**config.mk**
```make
export PLATFORM = sky130hd
export DESIGN_NAME = ms_clock_timer
export DESIGN_NICKNAME = d
export VERILOG_FILES = /design/src/rtl/ms_clk_pkg.sv /design/src/rtl/mst_prescaler.sv /design/src/rtl/mst_elapsed.sv /design/src/rtl/mst_interval.sv /design/src/rtl/mst_readout.sv /design/src/rtl/ms_clock_timer.sv
export SDC_FILE = /design/constraint.sdc
export NUM_CORES = 1
export LEC_CHECK = 0
export BUFFER_PORTS_ARGS = -buffer_cell sky130_fd_sc_hd__buf_2
export CAP_MARGIN = 20
export CORE_MARGIN = 3
export CORE_UTILIZATION = 43
export CTS_CLUSTER_DIAMETER = 60
export DETAILED_ROUTE_END_ITERATION = 6
export GPL_ROUTABILITY_DRIVEN = 0
export MAX_ROUTING_LAYER = met4
export PLACE_DENSITY = 0.6
export REMOVE_ABC_BUFFERS = 1
export SLEW_MARGIN = 10
export SYNTH_ARGS = -nofsm -noshare
export SYNTH_HDL_FRONTEND = slang
export SYNTH_SLANG_ARGS = --single-unit
```
**constraint.sdc**
```tcl
create_clock -name clk -period 2.9 [get_ports clk]
set_input_delay 0.435 -clock clk [delete_from_list [all_inputs] [get_ports clk]]
set_output_delay 0.435 -clock clk [all_outputs]
set_load 0.01 [all_outputs]
```
**src/rtl/ms_clk_pkg.sv**
```systemverilog
package ms_clk_pkg;

    typedef enum logic [1:0] {
        RSEL_CNT_LO = 2'd0,
        RSEL_CNT_HI = 2'd1,
        RSEL_IVT    = 2'd2,
        RSEL_RSVD   = 2'd3
    } rd_sel_e;

    function automatic int width_of(input int max_value);
        return (max_value > 1) ? $clog2(max_value) : 1;
    endfunction

endpackage

```
**src/rtl/mst_prescaler.sv**
```systemverilog
module mst_prescaler
    import ms_clk_pkg::*;
#(
    parameter int DIV = 50000
) (
    input  logic clk,
    input  logic rst_n,
    output logic tick
);
    localparam int CW = width_of(DIV);
    localparam logic [CW-1:0] LAST = CW'(DIV - 1);

    typedef struct packed {
        logic [CW-1:0] cnt;
    } pre_st_t;

    pre_st_t st_d, st_q;

    always_comb begin
        st_d = st_q;
        if (st_q.cnt == LAST) begin
            st_d.cnt = '0;
        end else begin
            st_d.cnt = st_q.cnt + CW'(1);
        end
    end

    always_ff @(posedge clk or negedge rst_n) begin
        if (!rst_n) begin
            st_q <= '0;
        end else begin
            st_q <= st_d;
        end
    end

    assign tick = (st_q.cnt == LAST);

endmodule

```
**src/rtl/mst_elapsed.sv**
```systemverilog
module mst_elapsed #(
    parameter int EW = 36
) (
    input  logic          clk,
    input  logic          rst_n,
    input  logic          tick,
    output logic [EW-1:0] count
);
    typedef struct packed {
        logic [EW-1:0] value;
    } el_st_t;

    el_st_t st_d, st_q;

    always_comb begin
        st_d = st_q;
        if (tick) begin
            st_d.value = st_q.value + EW'(1);
        end
    end

    always_ff @(posedge clk or negedge rst_n) begin
        if (!rst_n) begin
            st_q <= '0;
        end else begin
            st_q <= st_d;
        end
    end

    assign count = st_q.value;

endmodule

```
**src/rtl/mst_interval.sv**
```systemverilog
module mst_interval #(
    parameter int TW = 15
) (
    input  logic          clk,
    input  logic          rst_n,
    input  logic          tick,
    input  logic          ld_en,
    input  logic [TW-1:0] ld_val,
    output logic [TW-1:0] count,
    output logic          expire
);
    typedef struct packed {
        logic [TW-1:0] value;
        logic          fire;
    } ivt_st_t;

    ivt_st_t st_d, st_q;
    logic    running;
    logic    last_step;

    always_comb begin
        running   = (st_q.value != '0);
        last_step = (st_q.value == TW'(1));
        st_d      = st_q;
        st_d.fire = 1'b0;
        if (ld_en) begin
            st_d.value = ld_val;
        end else if (tick && running) begin
            st_d.value = st_q.value - TW'(1);
            st_d.fire  = last_step;
        end
    end

    always_ff @(posedge clk or negedge rst_n) begin
        if (!rst_n) begin
            st_q <= '0;
        end else begin
            st_q <= st_d;
        end
    end

    assign count  = st_q.value;
    assign expire = st_q.fire;

endmodule

```
**src/rtl/mst_readout.sv**
```systemverilog
module mst_readout
    import ms_clk_pkg::*;
#(
    parameter int BUS_W = 32,
    parameter int EW    = 36,
    parameter int TW    = 15
) (
    input  logic             clk,
    input  logic             rst_n,
    input  logic             rd_en,
    input  logic [1:0]       rd_sel,
    input  logic [EW-1:0]    elapsed,
    input  logic [TW-1:0]    timer,
    output logic [BUS_W-1:0] rd_data
);
    localparam int HW = (EW > BUS_W) ? (EW - BUS_W) : 1;

    logic [BUS_W-1:0] lo_live;
    logic [HW-1:0]    hi_live;
    rd_sel_e          sel_e;

    generate
        if (EW > BUS_W) begin : g_split
            assign lo_live = elapsed[BUS_W-1:0];
            assign hi_live = elapsed[EW-1:BUS_W];
        end else begin : g_narrow
            assign lo_live = BUS_W'(elapsed);
            assign hi_live = '0;
        end
    endgenerate

    typedef struct packed {
        logic [BUS_W-1:0] data;
        logic [HW-1:0]    snap;
    } rd_st_t;

    rd_st_t st_d, st_q;

    assign sel_e = rd_sel_e'(rd_sel);

    always_comb begin
        st_d = st_q;
        if (rd_en) begin
            unique case (sel_e)
                RSEL_CNT_LO: begin
                    st_d.data = lo_live;
                    st_d.snap = hi_live;
                end
                RSEL_CNT_HI: st_d.data = BUS_W'(st_q.snap);
                RSEL_IVT:    st_d.data = BUS_W'(timer);
                default:     st_d.data = '0;
            endcase
        end
    end

    always_ff @(posedge clk or negedge rst_n) begin
        if (!rst_n) begin
            st_q <= '0;
        end else begin
            st_q <= st_d;
        end
    end

    assign rd_data = st_q.data;

endmodule

```
**src/rtl/ms_clock_timer.sv**
```systemverilog
module ms_clock_timer #(
    parameter int TICK_DIV  = 50000,
    parameter int ELAPSED_W = 36,
    parameter int TIMER_W   = 15,
    parameter int BUS_W     = 32
) (
    input  logic               clk,
    input  logic               rst_n,
    input  logic               rd_en,
    input  logic [1:0]         rd_sel,
    output logic [BUS_W-1:0]   rd_data,
    input  logic               ld_en,
    input  logic [TIMER_W-1:0] ld_val,
    output logic               irq
);
    logic                 tick;
    logic [ELAPSED_W-1:0] elapsed_cnt;
    logic [TIMER_W-1:0]   timer_cnt;

    mst_prescaler #(
        .DIV (TICK_DIV)
    ) u_pre (
        .clk   (clk),
        .rst_n (rst_n),
        .tick  (tick)
    );

    mst_elapsed #(
        .EW (ELAPSED_W)
    ) u_el (
        .clk   (clk),
        .rst_n (rst_n),
        .tick  (tick),
        .count (elapsed_cnt)
    );

    mst_interval #(
        .TW (TIMER_W)
    ) u_ivt (
        .clk    (clk),
        .rst_n  (rst_n),
        .tick   (tick),
        .ld_en  (ld_en),
        .ld_val (ld_val),
        .count  (timer_cnt),
        .expire (irq)
    );

    mst_readout #(
        .BUS_W (BUS_W),
        .EW    (ELAPSED_W),
        .TW    (TIMER_W)
    ) u_rd (
        .clk     (clk),
        .rst_n   (rst_n),
        .rd_en   (rd_en),
        .rd_sel  (rd_sel),
        .elapsed (elapsed_cnt),
        .timer   (timer_cnt),
        .rd_data (rd_data)
    );

endmodule

```
==> results of run 1 <==
power by group:
part	internal (W)	switching (W)	total, W
clock network	0.000613	0.000541	0.00115
registers	0.00148	0.0000354	0.00152
logic	0.0000732	0.000115	0.000189
state kept, by name (all words and copies together) (netlist names):
name and cells:
u_el.count 36, u_rd.rd_data 32, u_pre.st_q 16, u_ivt.count 15, u_rd.st_q 4, u_ivt.expire 1
area by class of cell:
cell class | count | area share (%)
Tap cell | 143 | 3.17
Sequential cell | 104 | 46.1
Clock buffer | 11 | 4.30
Clock inverter | 5 | 0.731
Timing Repair Buffer | 61 | 6.03
Multi-Input combinational cell | 324 | 36.9
Inverter | 42 | 2.79
stage by stage:
| stage | total power, W | hold WS [ns] | setup WS (ns) |
|---|---|---|---|
| CTS | 0.00290 | 0.131 | 0.224 |
| floorplan | 0.00163 | 0.139 | 0.355 |
| detailed placement | 0.00174 | 0.458 | 0.244 |
| finish | 0.00286 | 0.113 | 0.230 |
| global placement | 0.00174 | 0.461 | 0.274 |
| global route | 0.00299 | 0.159 | 0.147 |
how the worst max path moves through the flow:
| stage | start | slack [ns] | end | depth (start not counted) |
|---|---|---|---|---|
| after floorplan | u_pre.st_q[12] | 0.35 | u_ivt.count[14] | 5 |
| after global placement | u_pre.st_q[11] | 0.27 | u_ivt.count[14] | 5 |
| after detailed placement | u_pre.st_q[5] | 0.24 | u_ivt.count[14] | 5 |
| after CTS | u_pre.st_q[5] | 0.22 | u_ivt.count[14] | 5 |
| after global routing | u_pre.st_q[5] | 0.15 | u_ivt.count[14] | 5 |
| final | u_pre.st_q[5] | 0.23 | u_ivt.count[14] | 5 |
per-layer routing:
metal / vias to the layer above / wire length (um)
met5: - / 0
met4: 0 / 174
met3: 13 / 330
met2: 49 / 5210
met1: 1767 / 4850
li1: 1776 / -
cell families (layout without fill, tap and decap cells):
logic type	count (synthesis)	count (layout)	share of synthesized area, %
simple gates	185	185	18.6
flops	104	104	50.6
buf+inv	90	119	8.95
compound gates	55	55	6.44
xor+xnor	55	55	9.36
mux	24	24	4.86
fa+ha+maj	5	5	1.22
cells in the mapped netlist, types with 3 or more instances:
cell type | number | area, sq um
buf_4 | 32 | 240
clkbuf_1 | 14 | 52.6
o311ai_0 | 3 | 26.3
xnor2_1 | 27 | 236
o21ai_0 | 23 | 115
mux2_2 | 8 | 90.1
and2_1 | 3 | 18.8
dfrtp_1 | 104 | 2600
nor4_1 | 7 | 43.8
inv_1 | 41 | 154
nor2_1 | 35 | 131
and3_1 | 5 | 31.3
mux2i_1 | 16 | 160
xor2_1 | 28 | 245
nor3_1 | 18 | 90.1
o22ai_1 | 11 | 68.8
a21oi_1 | 9 | 45.0
nand4_1 | 18 | 113
ha_1 | 5 | 62.6
nand2_1 | 50 | 188
nand4b_1 | 4 | 35.0
nor2b_1 | 4 | 25.0
nand3_1 | 21 | 105
==> impl_results.md, run 1 <==
* Outcome: completed
* Critical-path cell list: or4b_1, or4_4, or3_4, or3_4, o221ai_2
* Clock slew at reported path FFs at 0.07 ns
* Kind of cell adding the most delay to the critical path: simple AND/OR/NAND/NOR gates
* Layout Area Growth over Synthesis at 9.73%
* FF/Latch Area at 2600 sq um
* CP arrival at 2.93 ns
* Clock Skews at 0.00853 ns
* Top_reg_cell synth: dfrtp_1
* Worst Tran Pin Value at 0.623 ns
* CP Buf/Inv Count at 0
* TritonRoute pass-1 iters at 4
* Yosys reg bits at 104
* Hold_buf cts at 0
* Initial antenna violation count at 0
* Buffers inserted by post-CTS timing repair at 0
* R2r endpoint: u_ivt.count[14]
* Post-Synthesis Cells at 518
* Fin crit share at 92.1%
* Synth cell types at 46
* # DRC at 0
* H-tree depth at 3
* I/O pin cnt at 54
* Layout Nets at 568
* Max-slew violations at 0
* CTS max path bufs at 2
* Port bufs at 53
* Worst r2r src: u_pre.st_q[5]
* CTS resizes at 0
* Number of cell rows at 39
* Vias at 3605
* Routed wire length at 10.6 mm
* Seq/Total Area, Yosys at 50.6%
* GR peak layer: met2
* RSZ-0062 raised after global routing: false
* Total global-route track usage at 17.4%
* Fmax at 0.375 GHz
* Most common cell after layout, fill and taps aside: dfrtp_1
* Max incr delay on CP at 0.64 ns
* Post-DR wirelength/cell at 15.3 um
* Clk sink count at 104
* Die span in y at 115 um
* Final min period at 2.67 ns
* Core area at 11600 sq um
* Diode count at 0
* Clk_lat worst skew at 0.34 ns
* Peak supply drop at 0.208 mV
* DP Area at 5360 sq um
* Leakage power at 2.56 nW
* Initial drt markers at 184
* Worst-path fanout max at 5
* CTS tree: done
* Most numerous cell on the critical path: or3_4
* Count of final setup violators at 0
* Final instance area at 5650 sq um
* Vias in the first global route at 3627
* Vias per std cell at 5.22
* Yosys warns at 0
* GRT overflow at 0
* Met1 usage in global routing at 22.8%
* Critical path endpoint category: flip-flop
* Final ANT Viol Nets at 0
* Setup TNS Final at 0 ns
* Avg Inst Size Synth at 9.93 sq um
* Placed instance count at 674
* Share of cells above drive strength 1 at 16.8%
* Ys async rst share at 100%
* First-pass GRT wire length at 17.8 mm
* Crit Path Class: reg -> reg
* Mapped Area at 5150 sq um
* Starting Density at 44.5%
* Worst r2r path cells at 5
* Fin. Hold Viols at 0
* Max-Slew Margin vs Limit at 58.5%
* Crit start category: flip-flop
* Die width at 115 um
* Max cap viols at 0
* Hold Path Class: in -> async
* DP HPWL at 7.62 mm
* TritonCTS Buffers at 9
* Die area at 13300 sq um
* Number of synthesized flops with an enable pin at 0
* Power Dens Cells at 507 nW/um^2
* Largest net degree at the start of global routing at 58
* CTS root buffer: clkbuf_16
* Area of the multi-input gates at 2080 sq um
* Met3 Use GR at 2.95%
* R2R Setup Slk at 0.23 ns
* Non-Filler Instances at 690
* Most frequent cells in the layout: dfrtp_1, buf_2, nand2_1, inv_1, nor2_1
* GRT met2 Usage at 27.1%
* Critical Path RT at 3.16 ns
* Final core utilization at 48.8%
* Slowest-stage cell, CP: or4b_1
* Fillers at 1098
No activity file was read; power rests on OpenSTA's default activity.
==> inputs of run 2 (changes only) <==
- CAP_MARGIN: 20 -> 10
- clock period: 2.9 -> 2.8 ns (I/O delays scaled with it)
==> impl_results.md, run 2 (same netlist as run 1, synthesis figures left out) <==
* Outcome: completed
* Clock Skews at 0.00738 ns (-0.00115 ns)
* Critical-path cell list: or4b_1, buf_4, nor4_1, buf_4, nand2_1, o311ai_0, o311ai_0
* Final min period at 2.57 ns (-0.0974 ns)
* Diode count at 0 (unchanged)
* Vias in the first global route at 3672 (+1.2%)
* Die span in y at 115 um (unchanged)
* # DRC at 0 (unchanged)
* Max-slew violations at 0 (unchanged)
* R2R Setup Slk at 0.23 ns (about the same)
* Total global-route track usage at 18.1% (+0.70 points)
* Most frequent cells in the layout: dfrtp_1, buf_2, nand2_1, inv_1, nor2_1
* Buffers inserted by post-CTS timing repair at 0 (unchanged)
* Fmax at 0.389 GHz (+3.8%)
* Hold Path Class: in -> async
* Slowest-stage cell, CP: or4b_1
* Starting Density at 44.5% (unchanged)
* Critical path endpoint category: flip-flop
* I/O pin cnt at 54 (unchanged)
* Placed instance count at 680 (+0.89%)
* Non-Filler Instances at 696 (+0.87%)
* Most common cell after layout, fill and taps aside: dfrtp_1
* CTS resizes at 0 (unchanged)
* Initial drt markers at 225 (+22%)
* Crit start category: flip-flop
* Worst Tran Pin Value at 0.611 ns (-0.0121 ns)
* CTS tree: done
* H-tree depth at 3 (unchanged)
* Worst-path fanout max at 5 (unchanged)
* Max-Slew Margin vs Limit at 59.3% (+0.81 points)
* Fin. Hold Viols at 0 (unchanged)
* Area of the multi-input gates at 2080 sq um (unchanged)
* Max incr delay on CP at 0.55 ns (-0.09 ns)
* RSZ-0062 raised after global routing: false
* Vias at 3690 (+2.4%)
* CP Buf/Inv Count at 2 (+2)
* Power Dens Cells at 539 nW/um^2 (+6.4%)
* Peak supply drop at 0.272 mV (+30%)
* Kind of cell adding the most delay to the critical path: simple AND/OR/NAND/NOR gates
* Initial antenna violation count at 0 (unchanged)
* Setup TNS Final at 0 ns (unchanged)
* CP arrival at 2.76 ns (-0.17 ns)
* DP HPWL at 7.87 mm (+3.2%)
* Routed wire length at 11.0 mm (+4.2%)
* TritonRoute pass-1 iters at 4 (unchanged)
* Worst r2r path cells at 7 (+2)
* Vias per std cell at 5.30 (+1.5%)
* Share of cells above drive strength 1 at 17.7% (+0.90 points)
* Clk sink count at 104 (unchanged)
* GRT overflow at 0 (unchanged)
* Number of cell rows at 39 (unchanged)
* Fillers at 1100 (+0.18%)
* Largest net degree at the start of global routing at 47 (-19%)
* Count of final setup violators at 0 (unchanged)
* Layout Nets at 574 (+1.1%)
* CTS max path bufs at 2 (unchanged)
* CTS root buffer: clkbuf_16
* Leakage power at 2.61 nW (+1.7%)
* Die area at 13300 sq um (unchanged)
* Crit Path Class: reg -> reg
* Die width at 115 um (unchanged)
* R2r endpoint: u_ivt.count[7]
* TritonCTS Buffers at 9 (unchanged)
* Max cap viols at 0 (unchanged)
* Post-DR wirelength/cell at 15.8 um (+3.3%)
* Final ANT Viol Nets at 0 (unchanged)
* Clock slew at reported path FFs at 0.07 ns (about the same)
* Layout Area Growth over Synthesis at 11.1%
* FF/Latch Area at 2600 sq um (unchanged)
* Max reg flops at 36 (unchanged)
* Worst r2r src: u_pre.st_q[11]
* Hold_buf cts at 0 (unchanged)
* Clk_lat worst skew at 0.34 ns (about the same)
* Critical Path RT at 2.98 ns (-0.18 ns)
* Core area at 11600 sq um (unchanged)
* Port bufs at 53 (unchanged)
* Fin crit share at 91.9% (-0.19 points)
* First-pass GRT wire length at 18.5 mm (+4.0%)
run 2: metrics by stage:
step	util [%]	setup slack [ns]	area [sq um]	hold WS [ns]	total power, W
3_5_place_dp	46.8	0.245	5410	0.461	0.00180
6_report	49.4	0.228	5720	0.0838	0.00308
4_1_cts	49.4	0.235	5720	0.104	0.00311
3_3_place_gp	46.8	0.262	5410	0.462	0.00180
2_1_floorplan	-	0.255	4840	0.124	0.00169
5_1_grt	49.4	0.0277	5720	0.136	0.00320
run 2: routing by layer:
| metal | part of all wire (%) | GRT usage (%) |
|---|---|---|
| met1 | 47 | 24.3 |
| met2 | 48 | 28.3 |
| met3 | 2.7 | 2.79 |
| met4 | 1.7 | 5.95 |
| met5 | 0 | - |
run 2: worst max path at each step:
| stage | start | endpoint | slack, ns | cells after the start |
|---|---|---|---|---|
| floorplan | u_pre.st_q[12] | u_ivt.count[14] | 0.25 | 5 |
| global placement | u_pre.st_q[11] | u_ivt.count[14] | 0.26 | 5 |
| detailed placement | u_pre.st_q[12] | u_ivt.count[14] | 0.25 | 5 |
| CTS | u_pre.st_q[11] | u_ivt.count[14] | 0.24 | 5 |
| global route | u_pre.st_q[7] | u_ivt.count[7] | 0.03 | 7 |
| finish | u_pre.st_q[11] | u_ivt.count[7] | 0.23 | 7 |
run 2: cell type report:
| cell class | count | share of cell area [%] |
|---|---|---|
| Clock buffer | 12 | 4.49 |
| Clock inverter | 4 | 0.898 |
| Inverter | 42 | 2.76 |
| Multi-Input combinational cell | 324 | 36.4 |
| Sequential cell | 104 | 45.5 |
| Tap cell | 143 | 3.13 |
| Timing Repair Buffer | 67 | 6.74 |
run 2: worst register-to-register path: cells and delay by family, from the launching register on:
| family | cells | cell delay [ns] |
|---|---|---|
| simple gates | 3 | 0.97 |
| buf+inv | 2 | 0.37 |
| compound gates | 2 | 0.67 |
| flops | 1 | 0.40 |
run 2: power breakdown:
group | total, W | internal, W | leakage (nW) | switching [W]
clock network | 0.00131 | 0.000745 | 0.149 | 0.000562
logic | 0.000199 | 0.0000776 | 1.06 | 0.000122
registers | 0.00157 | 0.00154 | 1.40 | 0.0000374
total | 0.00308 | 0.00236 | 2.61 | 0.000721
